===== src/rtl/lct_pkg.sv =====
// Shared types for the two-cycle delay test sequencer.
// Assumes six launch variants: three base kinds times inversion off/on.
package lct_pkg;
    localparam int NUM_TYPES = 6;
    localparam int BASE_KINDS = 3;
    localparam int TIDX_W = 3;

    typedef logic [TIDX_W-1:0] tidx_t;

    typedef enum logic [1:0] {
        PH_IDLE,
        PH_SHIFT,
        PH_LAUNCH,
        PH_CAPT
    } phase_t;

    typedef struct packed {
        logic se;    // launch by shift
        logic ce;    // inversion during launch
        logic fill;  // serial value shifted in at launch
    } launch_ctl_t;
endpackage


===== src/rtl/lct_pick.sv =====
// Finds the lowest set mask bit at or above index lo.
// Assumes N fits in W bits; lo may equal N, which means "none left".
module lct_pick #(
    parameter int N = 6,
    parameter int W = 3
) (
    input  logic [N-1:0] mask,
    input  logic [W-1:0] lo,
    output logic         found,
    output logic [W-1:0] idx
);
    // Scan from the top down so that the lowest qualifying bit wins.
    always_comb begin
        found = 1'b0;
        idx   = '0;
        for (int i = N - 1; i >= 0; i--) begin
            if (mask[i] && (i >= int'(lo))) begin
                found = 1'b1;
                idx   = W'(i);
            end
        end
    end
endmodule


===== src/rtl/lct_launch_dec.sv =====
// Decodes a test index into the launch-cycle controls.
// Assumes index = kind + 3*invert, with kind 0/1 = shift with fill 0/1, kind 2 = capture.
module lct_launch_dec
    import lct_pkg::*;
(
    input  tidx_t       tidx,
    output launch_ctl_t ctl
);
    tidx_t kind;

    // Split the index into base kind and inversion flag.
    always_comb begin
        ctl.ce   = (tidx >= tidx_t'(BASE_KINDS));
        kind     = ctl.ce ? tidx - tidx_t'(BASE_KINDS) : tidx;
        ctl.se   = (kind != tidx_t'(2));
        ctl.fill = (kind == tidx_t'(1));
    end
endmodule


===== src/rtl/lct_hold.sv =====
// Holds the stored test for the duration of a run and serialises its state.
// Assumes load is only raised when the sequencer is idle.
module lct_hold #(
    parameter int K  = 8,
    parameter int P  = 4,
    parameter int NT = 6,
    localparam int CW = (K > 1) ? $clog2(K) : 1
) (
    input  logic          clk,
    input  logic          rst_n,
    input  logic          load,
    input  logic [K-1:0]  state_in,
    input  logic [P-1:0]  pi0_in,
    input  logic [P-1:0]  pi1_in,
    input  logic [NT-1:0] mask_in,
    input  logic [CW-1:0] sel,
    output logic          st_bit,
    output logic [P-1:0]  pi0_q,
    output logic [P-1:0]  pi1_q,
    output logic [NT-1:0] mask_q
);
    logic [K-1:0] state_q;

    // Capture the stored test on an accepted start.
    always_ff @(posedge clk) begin
        if (!rst_n) begin
            state_q <= '0;
            pi0_q   <= '0;
            pi1_q   <= '0;
            mask_q  <= '0;
        end else if (load) begin
            state_q <= state_in;
            pi0_q   <= pi0_in;
            pi1_q   <= pi1_in;
            mask_q  <= mask_in;
        end
    end

    // Highest cell first: shift count 0 presents bit K-1.
    assign st_bit = state_q[CW'(K - 1) - sel];
endmodule


===== src/rtl/twocycle_test_seq.sv =====
// Sequencer for launch-on-shift / launch-on-capture delay tests.
// Assumes the chain shifts from cell 0 towards cell K-1 and chain_so is cell K-1.
module twocycle_test_seq
    import lct_pkg::*;
#(
    parameter int K = 8,
    parameter int P = 4
) (
    input  logic                 clk,
    input  logic                 rst_n,
    input  logic                 start,
    output logic                 ready,
    input  logic [K-1:0]         test_state,
    input  logic [P-1:0]         test_pi0,
    input  logic [P-1:0]         test_pi1,
    input  logic [NUM_TYPES-1:0] apply_mask,
    output logic                 scan_en,
    output logic                 comp_en,
    output logic                 scan_si,
    output logic [P-1:0]         pi_out,
    input  logic                 chain_so,
    output logic                 resp_bit,
    output logic                 resp_valid,
    output logic [TIDX_W-1:0]    resp_test,
    output logic                 done
);
    localparam int CW = (K > 1) ? $clog2(K) : 1;

    phase_t                phase;
    logic [CW-1:0]         cnt;
    tidx_t                 cur_j;
    tidx_t                 out_j;
    logic                  loading;
    logic                  unloading;
    logic                  done_q;
    logic                  st_bit;
    logic [P-1:0]          pi0_q;
    logic [P-1:0]          pi1_q;
    logic [NUM_TYPES-1:0]  mask_q;
    logic [NUM_TYPES-1:0]  pk_mask;
    tidx_t                 pk_lo;
    logic                  pk_found;
    tidx_t                 pk_idx;
    launch_ctl_t           lctl;
    logic                  last_shift;

    assign ready      = (phase == PH_IDLE);
    assign last_shift = (cnt == CW'(K - 1));

    lct_hold #(.K(K), .P(P), .NT(NUM_TYPES)) u_hold (
        .clk      (clk),
        .rst_n    (rst_n),
        .load     (ready && start),
        .state_in (test_state),
        .pi0_in   (test_pi0),
        .pi1_in   (test_pi1),
        .mask_in  (apply_mask),
        .sel      (cnt),
        .st_bit   (st_bit),
        .pi0_q    (pi0_q),
        .pi1_q    (pi1_q),
        .mask_q   (mask_q)
    );

    // Idle: search the incoming mask from 0; busy: search above the current test.
    assign pk_mask = ready ? apply_mask : mask_q;
    assign pk_lo   = ready ? '0 : cur_j + tidx_t'(1);

    lct_pick #(.N(NUM_TYPES), .W(TIDX_W)) u_pick (
        .mask  (pk_mask),
        .lo    (pk_lo),
        .found (pk_found),
        .idx   (pk_idx)
    );

    lct_launch_dec u_dec (
        .tidx (cur_j),
        .ctl  (lctl)
    );

    // Phase sequencing: shift window, launch, capture, next shift window.
    always_ff @(posedge clk) begin
        if (!rst_n) begin
            phase     <= PH_IDLE;
            cnt       <= '0;
            cur_j     <= '0;
            out_j     <= '0;
            loading   <= 1'b0;
            unloading <= 1'b0;
            done_q    <= 1'b0;
        end else begin
            done_q <= 1'b0;
            unique case (phase)
                PH_IDLE: begin
                    if (start) begin
                        if (pk_found) begin
                            phase     <= PH_SHIFT;
                            cnt       <= '0;
                            loading   <= 1'b1;
                            unloading <= 1'b0;
                            cur_j     <= pk_idx;
                        end else begin
                            done_q <= 1'b1;
                        end
                    end
                end
                PH_SHIFT: begin
                    if (last_shift) begin
                        cnt       <= '0;
                        loading   <= 1'b0;
                        unloading <= 1'b0;
                        if (loading) begin
                            phase <= PH_LAUNCH;
                        end else begin
                            phase  <= PH_IDLE;
                            done_q <= 1'b1;
                        end
                    end else begin
                        cnt <= cnt + CW'(1);
                    end
                end
                PH_LAUNCH: phase <= PH_CAPT;
                PH_CAPT: begin
                    phase     <= PH_SHIFT;
                    cnt       <= '0;
                    unloading <= 1'b1;
                    out_j     <= cur_j;
                    loading   <= pk_found;
                    if (pk_found) cur_j <= pk_idx;
                end
                default: phase <= PH_IDLE;
            endcase
        end
    end

    // Chain controls and data, a pure function of the phase registers.
    always_comb begin
        scan_en = 1'b0;
        comp_en = 1'b0;
        scan_si = 1'b0;
        pi_out  = pi0_q;
        unique case (phase)
            PH_SHIFT: begin
                scan_en = 1'b1;
                scan_si = loading & st_bit;
            end
            PH_LAUNCH: begin
                scan_en = lctl.se;
                comp_en = lctl.ce;
                scan_si = lctl.se & lctl.fill;
            end
            PH_CAPT: pi_out = pi1_q;
            default: ;
        endcase
    end

    assign resp_valid = (phase == PH_SHIFT) && unloading;
    assign resp_bit   = chain_so & resp_valid;
    assign resp_test  = out_j;
    assign done       = done_q;


    comp_launch_only_chk: assert property (@(posedge clk) disable iff (!rst_n)
        comp_en |=> !comp_en);


    capture_after_launch_chk: assert property (@(posedge clk) disable iff (!rst_n)
        (phase == PH_LAUNCH) |=> (!scan_en && !comp_en && pi_out == pi1_q));


    unload_shift_chk: assert property (@(posedge clk) disable iff (!rst_n)
        resp_valid |-> (scan_en && !comp_en));


    done_pulse_chk: assert property (@(posedge clk) disable iff (!rst_n)
        done |=> !done);


    done_ready_chk: assert property (@(posedge clk) disable iff (!rst_n)
        done |-> ready);


    busy_hold_chk: assert property (@(posedge clk) disable iff (!rst_n)
        !ready |=> $stable(mask_q));
endmodule


===== config.mk =====
export PLATFORM = sky130hd
export DESIGN_NAME = twocycle_test_seq
export DESIGN_NICKNAME = d
export VERILOG_FILES = /design/src/rtl/lct_pkg.sv /design/src/rtl/lct_pick.sv /design/src/rtl/lct_launch_dec.sv /design/src/rtl/lct_hold.sv /design/src/rtl/twocycle_test_seq.sv
export SDC_FILE = /design/constraint.sdc
export NUM_CORES = 1
export LEC_CHECK = 0
export BUFFER_PORTS_ARGS = -buffer_cell sky130_fd_sc_hd__buf_4
export CAP_MARGIN = 20
export CORE_MARGIN = 2
export CORE_UTILIZATION = 55
export DETAILED_ROUTE_END_ITERATION = 16
export PLACE_DENSITY_LB_ADDON = 0.12
export SYNTH_ARGS = -nofsm -noshare
export SYNTH_HDL_FRONTEND = slang
export SYNTH_HIERARCHICAL = 1
export SYNTH_SLANG_ARGS = --single-unit

===== constraint.sdc =====
create_clock -name clk -period 3.05 [get_ports clk]
set_clock_uncertainty 0.15 [all_clocks]
set_input_delay 0.305 -clock clk [delete_from_list [all_inputs] [get_ports clk]]
set_output_delay 0.305 -clock clk [all_outputs]
set_load 0.01 [all_outputs]

# Word-level counts from Yosys, hierarchy flattened
# Index checks and enable logic that the tools add are counted.
# Widths: inputs -> output; s select.
# classes
n_bitwise,3
muxes,45
n_eq_ne,9
addsub,4
n_reduce_logical,15
magnitude_cmp,8
# op_table
operator,count
$mux 3,13
$mux 1,17
$pmux 3 s3,1
$logic_and 1x1->1,8
$mux 2,4
$pmux 2 s4,1
$add 3x1->3 const B,2
$ge 1x3->1 const A,2
$ge 2x3->1 const A,2
$ge 3x3->1 const A,2
$mux 6,1
$pmux 1 s2,3
$pmux 1 s3,2
$pmux 3 s2,1
$reduce_and 3->1,2
$eq 2x2->1 const B,2
$lt 3x4->1 const B,1
$mux 4,1
$ne 2x2->1 const B,2
$reduce_and 4->1,1
$and 1x1->1,3
$bmux 1 s3,1
$eq 3x1->1 const B,1
$eq 3x3->1 const B,1
10 further kinds,10
# word_totals
input_bits,26
ff_bits,36
word_cells,95
output_inout_bits,14

# Depth between registers and ports, before layout
# Gate-level depths: netlist of the first run.
# depth
word_depth,13
ltp_mapped,10
depth_no_buf,9

# Modules after synthesis
# Netlist of the first run, hierarchy kept.
# by_module_without_submodules
mod,n_inst,seq_area_each_um2,area_per_inst_um2,cells_per_inst
twocycle_test_seq,1,280.3,988.4,102
lct_hold,1,440.4,884.6,74
lct_pick,1,0.0,143.9,22
lct_launch_dec,1,0.0,87.6,12

# Worst setup path before layout of the first run
# OpenSTA, ideal clock, no wires.
# synth_path
path_type,register to register
from,reg phase[0]
to,reg phase[0]
setup_time_ns,0.122
n_path_buf,1
period_less_slack_ns,2.488
arrival_time_ns,2.216
required_time_ns,2.778
stages_incl_launch_ff,11
path_slack_ns,0.562
path_cell_list,dfxtp_1 -> inv_1 -> ha_1 -> buf_4 -> mux2_2 -> a21boi_1 -> o21bai_2 -> o211ai_1 -> a21boi_4 -> o21ai_1 -> o311a_1
# synth_between
word_cells_on_any_way,29
classes_between,order compare (6); eq/ne (6); mux (9); reduce/logical (8)
# synth_lines
item,line,text
from (decl),twocycle_test_seq.sv:29,phase_t phase;
from (signal assigned),twocycle_test_seq.sv:84,phase <= PH_IDLE;
from (signal assigned),twocycle_test_seq.sv:97,phase <= PH_SHIFT;
from (signal assigned),twocycle_test_seq.sv:113,phase <= PH_LAUNCH;
$logic_not 2->1,twocycle_test_seq.sv:47,assign ready = (phase == PH_IDLE);
via ready,twocycle_test_seq.sv:12,"output logic ready,"
$mux 6,twocycle_test_seq.sv:66,assign pk_mask = ready ? apply_mask : mask_q;
via pk_mask[2],twocycle_test_seq.sv:40,logic [NUM_TYPES-1:0] pk_mask;
$logic_and 1x1->1,lct_pick.sv:17,if (mask[i] && (i >= int'(lo))) begin
$mux 1 (3 in a row),lct_pick.sv:17,
via pk_found,twocycle_test_seq.sv:42,logic pk_found;
$ne 2x1->1 (no source line),n/a,
$reduce_and 3->1 (no source line),n/a,
# The timed path passes the listed nets, and every way through them passes these cells.
# A chain may end at the register's enable or synchronous reset.

# Worst setup path after layout of the first run
# layout_path
from,reg phase[0]
to,reg phase[0]
# layout_between
word_cells_on_any_way,29
classes_between,order compare (6); eq/ne (6); mux (9); reduce/logical (8)
# layout_lines
item,line
$logic_not 2->1,twocycle_test_seq.sv:47
$mux 6,twocycle_test_seq.sv:66
via pk_mask[0],twocycle_test_seq.sv:40
$logic_and 1x1->1,lct_pick.sv:17
$mux 1,lct_pick.sv:17
via pk_found,twocycle_test_seq.sv:42
$ne 2x1->1 (no source line),n/a
$reduce_and 3->1 (no source line),n/a
# The timed path passes the listed nets, and every way through them passes these cells.

==> impl_metrics.csv, run 1 <==
group,metric,value,unit
outcome,status,"finished, final reports clean",
layout,seq_area,720.7,um2
logic_synthesis,synth_warnings,6,
sta,fmax,372.4,MHz
layout,fin_nets,284,
critical_path,crit_chain,"inv_1 -> ha_2 -> mux2_2 -> nor2b_1 -> o21ai_1 -> o211ai_1 -> a21boi_4 -> o21ai_1 -> o311a_1",
route,post-route-drc-count,0,
layout,final_cell_mix,"40 x buf_4, 36 x dfxtp_1, 33 x mux2i_1",
place,gp_congestion,0.7622,
power,ir_drop,0.3138,mV
clock_network,htree_num_levels,2,
global_route,grt_antenna_before_repair,0,
critical_path,arrival,2720,ps
critical_path,critPathCaptureType,"flop",
floorplan,initial_core_util,57.48,%
clock_network,post_cts_resized,0,
clock_network,cts_made_buffers,5,
layout,n_antenna_cell,0,
logic_synthesis,synth.yosys.seq_area_share,34.24,%
critical_path,critPathKind,"reg -> reg",
logic_synthesis,synth.top_cell.area_share,34.24,%
logic_synthesis,netlist_instances,210,
power,powerDensity,527.0,nW/um2
global_route,grt_max_degree,46,
logic_synthesis,synth_area,2105,um2
clock_network,cts_sinks,36,
critical_path,worstPathRequired,3080,ps
floorplan,die_x,65.86,um
sta,drv_slew,0,
power,p_total,1321,uW
clock_network,clk_path_buf_depth,2,
route,viasPerCell,5.301,
critical_path,slowest_stage,"ha_2",
logic_synthesis,yosysTopAreaCell,"dfxtp_1",
power,p_leak,0.001102,uW
logic_synthesis,synth_cell_types,43,
logic_synthesis,syn_avg_cell_area,10.02,um2
critical_path,rrSetupSlack,370,ps
route,drt_iter0_drc,77,
floorplan,die_height,65.86,um
sta,period_needed,2685,ps
sta,maxSlewHeadroom,62.86,%
route,vias,1569,
layout,final_common_cell,"buf_4",
logic_synthesis,syn_nets,247,
clock_network,cts_tree,"built",
route,ant_nets,0,
global_route,grt_pass1_vias,1571,
route,totalWireLength,3.974,mm
floorplan,io-pin-count,40,
global_route,grt_pass1_wl,6.837,mm
sta,hold_viol_final,0,
floorplan,fp.dieArea,4337,um2
critical_path,max_stage_delay,380,ps
run,max_cap_violations,0,
clock_network,clockRootBuffer,"clkbuf_8",
route,wl_per_cell,13.43,um
critical_path,crit_buf_inv,1,
floorplan,core_area,3661,um2
critical_path,cp_top_family,"compound AO/OA/AOI/OAI gates",
clock_network,clk_pin_slew_worst_paths,70,ps
layout,fillers,311,
critical_path,critPathMostFrequentCell,"o21ai_1",
logic_synthesis,synth_seq_cells,36,
place,numPortBuffers,39,
layout,final_layout_size_suffix_gt1_share,27.42,%
layout,multiInputGateArea,1306,um2
clock_network,worstSkewPairLatency,290,ps
sta,setup-violations-final,0,
place,dp_hpwl,2.923,mm
sta,rsz0062_at_grt,"no",
clock_network,hold_buffers,0,
sta,max_slew.worst_pin.slew,557.1,ps
clock_network,post_cts_buffers,0,
global_route,grtUsageTotal,20.60,%
global_route,grt_overflow,0,
min_path,holdCritPathClass,"in -> reg",
sta,timing.final.crit_share,88.03,%
critical_path,path_max_fanout,13,
logic_synthesis,synth_area_leaders,"dfxtp_1 34%, mux2i_1 16%, nor2b_1 9.2%",
floorplan,rows,22,
route,firstDrtPassIters,5,
critical_path,worstSetupStartpointType,"flop",
sta,tns,0,ps
layout,syn2layout_area_growth,19.08,%
[area by class of cell]
type | count | area share (%)
Inverter | 7 | 1.048
Timing Repair Buffer | 40 | 11.98
Multi-Input combinational cell | 157 | 52.12
Tap cell | 48 | 2.396
Sequential cell | 36 | 28.76
Clock inverter | 2 | 0.3994
Clock buffer | 6 | 3.295
[cell families (layout without fill, tap and decap cells)]
| logic type | Yosys count | after routing | share of synthesized area (%) |
|---|---|---|---|
| xor gates and xnor gates | 1 | 1 | 0.4162 |
| DFF | 36 | 36 | 34.24 |
| adders and majority gates | 11 | 11 | 6.540 |
| muxes | 46 | 46 | 24.08 |
| buffers and inverters | 17 | 55 | 3.805 |
| AOI/OAI and AO/OA | 26 | 26 | 10.52 |
| and+or+nand+nor | 73 | 73 | 20.39 |
[state kept, by name (all words and copies together), names as in the netlist]
name and count:
phase 2, u_hold/mask_q 6, done 1, u_hold/state_q 8, cnt 3, loading 1
u_hold/pi1_q 4, resp_test 3, unloading 1, u_hold/pi0_q 4, cur_j 3
[where the power goes]
part | switching, uW | total [uW] | internal (uW)
Combinational | 204 | 415 | 211
Clock | 173 | 354 | 180
Sequential | 37.2 | 552 | 515
[layer usage]
layer	track usage, %	vias to the layer above	share of wire (%)
li1	-	797	-
met1	24.12	724	43
met2	35.10	44	50
met3	6.303	4	6.1
met4	7.813	0	0.96
met5	0	-	0
[final timing paths]
kind                                       end  cells past startpoint              startpoint
hold / removal    u_hold/pi0_q[3]$_SDFFE_PN0P_                      3             test_pi0[3]
setup reg to reg         phase[0]$_SDFFE_PN0P_                      9   phase[0]$_SDFFE_PN0P_
setup / recovery         phase[0]$_SDFFE_PN0P_                      9   phase[0]$_SDFFE_PN0P_
hold reg to reg         unloading$_SDFFE_PN0P_                      2  unloading$_SDFFE_PN0P_
[stage by stage]
step | hold WS [ps] | setup WS (ps) | std cells | utilization (%) | instance area [um2]
2_1_floorplan | 283.2 | 561.9 | 210 | - | 2105
4_1_cts | 116.0 | 194.9 | 296 | 68.39 | 2504
5_1_grt | 137.8 | 179.4 | 296 | 68.46 | 2506
3_5_place_dp | 314.9 | 201.6 | 288 | 65.86 | 2411
3_3_place_gp | 301.9 | 313.7 | 288 | 65.86 | 2411
6_report | 123.7 | 365.0 | 296 | 68.46 | 2506
[Yosys cell counts (all sizes together)]
cell	number
buf	7
ha	11
o2111a	1
mux2i	33
a21oi	3
mux4	2
nor2b	32
o22ai	1
a221o	1
inv	7
nand2	18
o311a	1
a21boi	4
nor2	7
mux2	11
or4b	1
nand3	4
and3	1
a211o	1
o21bai	2
and2	4
o41ai	2
o211ai	2
or3b	1
nand2b	3
dfxtp	36
a22oi	1
xnor2	1
a22o	1
nor3	1
clkbuf	3
o21a	1
o21ai	5
nand3b	1
[tightest hold or removal path, cell delays in order]
cell and delay [ps]:
buf_4 70, mux2i_1 50, nor2b_1 90
No activity file was read; power rests on OpenSTA's default activity.
==> run 2: changes to the inputs <==
--- a/config.mk
+++ b/config.mk
@@ -8,9 +8,9 @@
 export BUFFER_PORTS_ARGS = -buffer_cell sky130_fd_sc_hd__buf_4
 export CAP_MARGIN = 20
 export CORE_MARGIN = 2
-export CORE_UTILIZATION = 55
+export CORE_UTILIZATION = 45
 export DETAILED_ROUTE_END_ITERATION = 16
-export PLACE_DENSITY_LB_ADDON = 0.12
+export PLACE_DENSITY = 0.64
 export SYNTH_ARGS = -nofsm -noshare
 export SYNTH_HDL_FRONTEND = slang
 export SYNTH_HIERARCHICAL = 1
==> run 2 against run 1 <==
Critical endpoint unchanged. Critical path depth stayed put. Worst hold slack better by 4.9 ps. Count of clock-buffer cells in the layout stayed put. Design area is 0.30% higher. Combinational power hardly changed. Total power is 0.59% lower. Global-route usage is 4.1 points lower. Clock power is 2% lower.
==> impl_metrics.csv, run 2 (synthesized netlist as in run 1, its figures left out) <==
group,metric,value,unit
floorplan,io-pin-count,40,
clock_network,cts_sinks,36,
place,numPortBuffers,39,
layout,syn2layout_area_growth,19.44,%
route,firstDrtPassIters,4,
critical_path,critPathKind,"reg -> reg",
floorplan,fp.dieArea,5240,um2
route,dr_wl_met3,196,um
clock_network,worstSkewPairLatency,280,ps
critical_path,r2r-end,"phase[0]$_SDFFE_PN0P_",
global_route,grt_max_degree,46,
layout,final_cell_mix,"40 x buf_4, 36 x dfxtp_1, 33 x mux2i_1",
critical_path,r2r_cells,9,
layout,final_layout_size_suffix_gt1_share,27.82,%
clock_network,cts_tree,"built",
power,ir_drop,0.3572,mV
clock_network,hold_buffers,0,
sta,hold_viol_final,0,
layout,fin_cells,300,
global_route,grt_antenna_before_repair,0,
route,wl_met1,1.937,mm
layout,largest_reg_flops,8,
global_route,grtUsageTotal,16.52,%
sta,drv_slew,0,
route,totalWireLength,4.053,mm
floorplan,rows,24,
place,dp_cells,292,
layout,fin_nets,284,
power,powerDensity,522.4,nW/um2
min_path,min-delay-start,"test_pi1[3]",
power,p_leak,0.001102,uW
layout,n_antenna_cell,0,
sta,fmax,370.7,MHz
critical_path,worstSetupStartpointType,"flop",
clock_network,htree_num_levels,2,
layout,final_common_cell,"buf_4",
min_path,hold_end,"u_hold/pi1_q[3]$_SDFFE_PN0P_",
critical_path,r2r_start,"phase[0]$_SDFFE_PN0P_",
floorplan,initial_core_util,47.35,%
sta,maxSlewHeadroom,58.32,%
clock_network,clk_path_buf_depth,2,
route,ant_nets,0,
route,top_layer_used,"met4",
global_route,grt_pass1_wl,6.872,mm
layout,top_regs,"u_hold/state_q (8), u_hold/mask_q (6)",
critical_path,path_max_fanout,13,
place,gp_congestion,0.8617,
layout,largest-register,"u_hold/state_q",
route,wl_per_cell,13.51,um
clock_network,clockRootBuffer,"clkbuf_8",
sta,period_needed,2698,ps
global_route,grt_overflow,0,
clock_network,clk_pin_slew_worst_paths,70,ps
route,viasPerCell,5.150,
critical_path,worstPathRequired,3070,ps
floorplan,core_area,4444,um2
min_path,holdPathStages,3,
global_route,grt_pass1_vias,1471,
place,dp_hpwl,2.827,mm
sta,rsz0062_at_grt,"no",
floorplan,die_height,72.39,um
sta,tns,0,ps
clock_network,cts_made_buffers,5,
outcome,status,"finished, final reports clean",
sta,timing.final.crit_share,88.44,%
route,drt_iter0_drc,105,
sta,setup-violations-final,0,
route,vias,1545,
min_path,holdCritPathClass,"in -> reg",
route,wl_met2,1.879,mm
critical_path,critPathCaptureType,"flop",
critical_path,rrSetupSlack,350,ps
route,post-route-drc-count,0,
run,max_cap_violations,0,
sta,max_slew.worst_pin.slew,625.3,ps
critical_path,arrival,2720,ps
floorplan,die_x,72.39,um
## run 2: cell counts in the layout (fill, tap and decap cells not counted)
Identical to the previous run, type by type.
## run 2: how the worst max path moves through the flow
stage	from	end	slack (ps)	cells after the start
after floorplan	phase[0]$_SDFFE_PN0P_	phase[0]$_SDFFE_PN0P_	560	10
after global placement	phase[0]$_SDFFE_PN0P_	phase[0]$_SDFFE_PN0P_	310	9
after detailed placement	phase[0]$_SDFFE_PN0P_	phase[0]$_SDFFE_PN0P_	200	9
after CTS	phase[0]$_SDFFE_PN0P_	phase[0]$_SDFFE_PN0P_	200	9
after global routing	phase[0]$_SDFFE_PN0P_	phase[0]$_SDFFE_PN0P_	170	9
final	phase[0]$_SDFFE_PN0P_	phase[0]$_SDFFE_PN0P_	350	9
## run 2: metrics by stage
step	instance area [um2]	util, %	setup WS, ps	total power (uW)	hold slack [ps]
6_report	2514	56.56	352.4	1313	128.6
5_1_grt	2514	56.56	165.3	1392	129.3
4_1_cts	2509	56.45	199.0	1325	122.5
3_5_place_dp	2416	54.36	203.5	974.0	323.2
3_3_place_gp	2416	54.36	306.8	972.9	313.1
2_1_floorplan	2105	-	561.9	876.6	283.2
## run 2: final cells by class
cell class	count	area, um2
multi-input cells	157	1309
fillers	422	1931
repair buffers	40	300.3
clock buffers	6	82.58
clock inverters	2	10.01
well taps	52	65.06
flip-flops and latches	36	720.7
inverters	7	26.28
## run 2: worst max-delay path, stage by stage (launching register included)
cell      delay (ps)
dfxtp_1          360
inv_1            140
ha_2             400
mux2_2           370
nor2b_1          140
o21ai_1          210
o211ai_1         230
a21boi_4         340
o21ai_1          120
o311a_1          130
## run 2: per-layer routing
metal | GRT usage [%] | vias to the layer above
met5 | 0 | -
met4 | 5.556 | 0
met3 | 3.472 | 4
met2 | 26.50 | 33
met1 | 22.16 | 700
li1 | - | 808
## run 2: report_power, final
part | switching [uW] | internal, uW
Sequential | 38.4 | 515
Combinational | 201 | 211
Clock | 168 | 180
Total | 407 | 906
## run 2: repair_timing
item,CTS,global route
setup buffers,0,0
resized for setup,0,2
setup endpoints to repair,0,1
==> run 3: changes to the inputs <==
==> constraint.sdc (replaced) <==
create_clock -name clk -period 3.05 [get_ports clk]
set_clock_uncertainty 0.15 [all_clocks]
set_input_delay 0.305 -clock clk [delete_from_list [all_inputs] [get_ports clk]]
set_output_delay 0.305 -clock clk [all_outputs]
set_load 0.1 [all_outputs]
==> run 3 against run 2 <==
Count of clock-buffer cells in the layout is the same. Non-clock buffer count is the same. Via count is essentially flat. Sequential power is essentially flat. First-iteration DRC count shrank 34%. Sequential cell count is the same. Cell count is the same. Critical path type is now reg -> out. Critical endpoint is now scan_si. Largest cell class unchanged. Highest routed layer unchanged.
==> impl_metrics.csv, run 3 (synthesized netlist as in run 1, its figures left out) <==
group,metric,value,unit
sta,fmax,368.2,MHz
critical_path,crit_chain,"ha_1 -> ha_1 -> or4b_1 -> o41ai_1 -> nand3_1 -> a21boi_2 -> buf_4",
layout,top_regs,"u_hold/state_q (8), u_hold/mask_q (6)",
critical_path,critPathCaptureType,"primary output",
layout,fin_nets,284,
run,max_cap_violations,0,
clock_network,hold_buffers,0,
clock_network,cts_made_buffers,5,
route,post-route-drc-count,0,
sta,drv_slew,0,
layout,largest-register,"u_hold/state_q",
floorplan,initial_core_util,47.35,%
power,powerDensity,554.3,nW/um2
place,numPortBuffers,39,
place,gp_congestion,0.8446,
power,p_leak,0.001102,uW
sta,maxSlewHeadroom,59.43,%
critical_path,critPathKind,"reg -> out",
global_route,grt_max_degree,46,
clock_network,clk_path_buf_depth,2,
sta,setup-violations-final,0,
floorplan,core_area,4444,um2
sta,hold_viol_final,0,
clock_network,clk_pin_slew_worst_paths,70,ps
floorplan,rows,24,
clock_network,clockRootBuffer,"clkbuf_8",
power,p_int,907.1,uW
floorplan,io-pin-count,40,
critical_path,critPathMostFrequentCell,"ha_1",
outcome,status,"finished, final reports clean",
place,dp_hpwl,2.846,mm
critical_path,max_stage_delay,460,ps
critical_path,slowest_stage,"or4b_1",
layout,fin_cells,300,
power,power_switching,486.8,uW
critical_path,worstSetupStartpointType,"flop",
sta,tns,0,ps
clock_network,cts_tree,"built",
critical_path,arrival,2260,ps
route,firstDrtPassIters,4,
global_route,grtUsageTotal,16.66,%
sta,timing.final.crit_share,89.05,%
clock_network,post_cts_resized,0,
critical_path,worstPathRequired,2590,ps
layout,syn2layout_area_growth,19.50,%
layout,final_common_cell,"buf_4",
power,pwr-share-seq,39.6,%
route,viasPerCell,5.147,
layout,largest_reg_flops,8,
clock_network,cts_sinks,36,
global_route,grt_antenna_before_repair,0,
min_path,holdCritPathClass,"in -> reg",
route,ant_nets,0,
clock_network,htree_num_levels,2,
power,ir_drop,0.2378,mV
floorplan,fp.dieArea,5240,um2
sta,max_slew.worst_pin.slew,608.6,ps
clock_network,post_cts_buffers,0,
route,wl_per_cell,13.49,um
global_route,grt_pass1_wl,6.837,mm
global_route,grt_overflow,0,
layout,n_antenna_cell,0,
route,drt_iter0_drc,69,
power,p_sw_share,34.92,%
route,vias,1544,
floorplan,die_height,72.39,um
global_route,grt_pass1_vias,1439,
layout,final_layout_size_suffix_gt1_share,27.82,%
layout,final_cell_mix,"40 x buf_4, 36 x dfxtp_1, 33 x mux2i_1",
floorplan,die_x,72.39,um
route,totalWireLength,4.046,mm
clock_network,worstSkewPairLatency,290,ps
sta,period_needed,2716,ps
place,dp_cells,292,
power,power.share.clock,25.3,%
power,p_comb_share,35.1,%
sta,rsz0062_at_grt,"no",
critical_path,path_max_fanout,10,
## run 3: changes by cell type in the layout (fill, tap and decap cells not counted)
cell / before / now
a21boi_0: 1 / 0
nor2b_1: 30 / 31
nor2b_2: 1 / 0
a21boi_2: 0 / 1
## run 3: critical path, delay by kind of cell, from the launching register on
kind,cells,cell delay [ps]
and+or+nand+nor,2,600
adders and majority gates,2,460
DFF,1,410
buffers and inverters,1,290
AOI/OAI and AO/OA,2,210
## run 3: path summary, 6_finish.rpt
kind	depth (start not counted)	start	slack [ps]	endpoint
worst max-delay path	7	cur_j[0]$_SDFFE_PN0P_	330	scan_si
worst min-delay path	3	test_state[6]	120	u_hold/state_q[6]$_SDFFE_PN0P_
worst max register to register	9	phase[0]$_SDFFE_PN0P_	400	phase[0]$_SDFFE_PN0P_
worst min register to register	2	unloading$_SDFFE_PN0P_	320	unloading$_SDFFE_PN0P_
## run 3: final cells by class
class / instances / area, um2
clock buffers: 6 / 82.58
clock inverters: 2 / 10.01
fillers: 404 / 1929
inverters: 7 / 26.28
multi-input cells: 157 / 1310
flip-flops and latches: 36 / 720.7
well taps: 52 / 65.06
repair buffers: 40 / 300.3
## run 3: metal layers
metal  global-route usage, %  up-vias  wire length (um)
met1                   22.76      692              2015
met3                   4.861        9               215
li1                        -      806                 -
met5                       0        -                 0
met2                   25.28       37              1759
met4                   5.556        0                57
## run 3: power groups by stage
| stage | registers (uW) | logic (uW) | clock network (uW) |
|---|---|---|---|
| 6_report | 553 | 489 | 352 |
| 5_1_grt | 560 | 535 | 385 |
| 4_1_cts | 553 | 491 | 363 |
| 3_5_place_dp | 564 | 487 | 0 |
| 3_3_place_gp | 564 | 488 | 0 |
| 2_1_floorplan | 555 | 401 | 0 |
## run 3: per-stage QoR
stage | setup slack [ps] | hold WS, ps | util (%) | area [um2] | total power [uW]
global route | 159.0 | 111.6 | 56.59 | 2515 | 1480
finish | 334.0 | 122.6 | 56.59 | 2515 | 1394
CTS | 301.4 | 114.7 | 56.59 | 2515 | 1407
global placement | 462.3 | 308.3 | 54.50 | 2422 | 1052
detailed placement | 433.3 | 317.1 | 54.50 | 2422 | 1051
floorplan | 118.1 | 283.2 | - | 2111 | 956.3
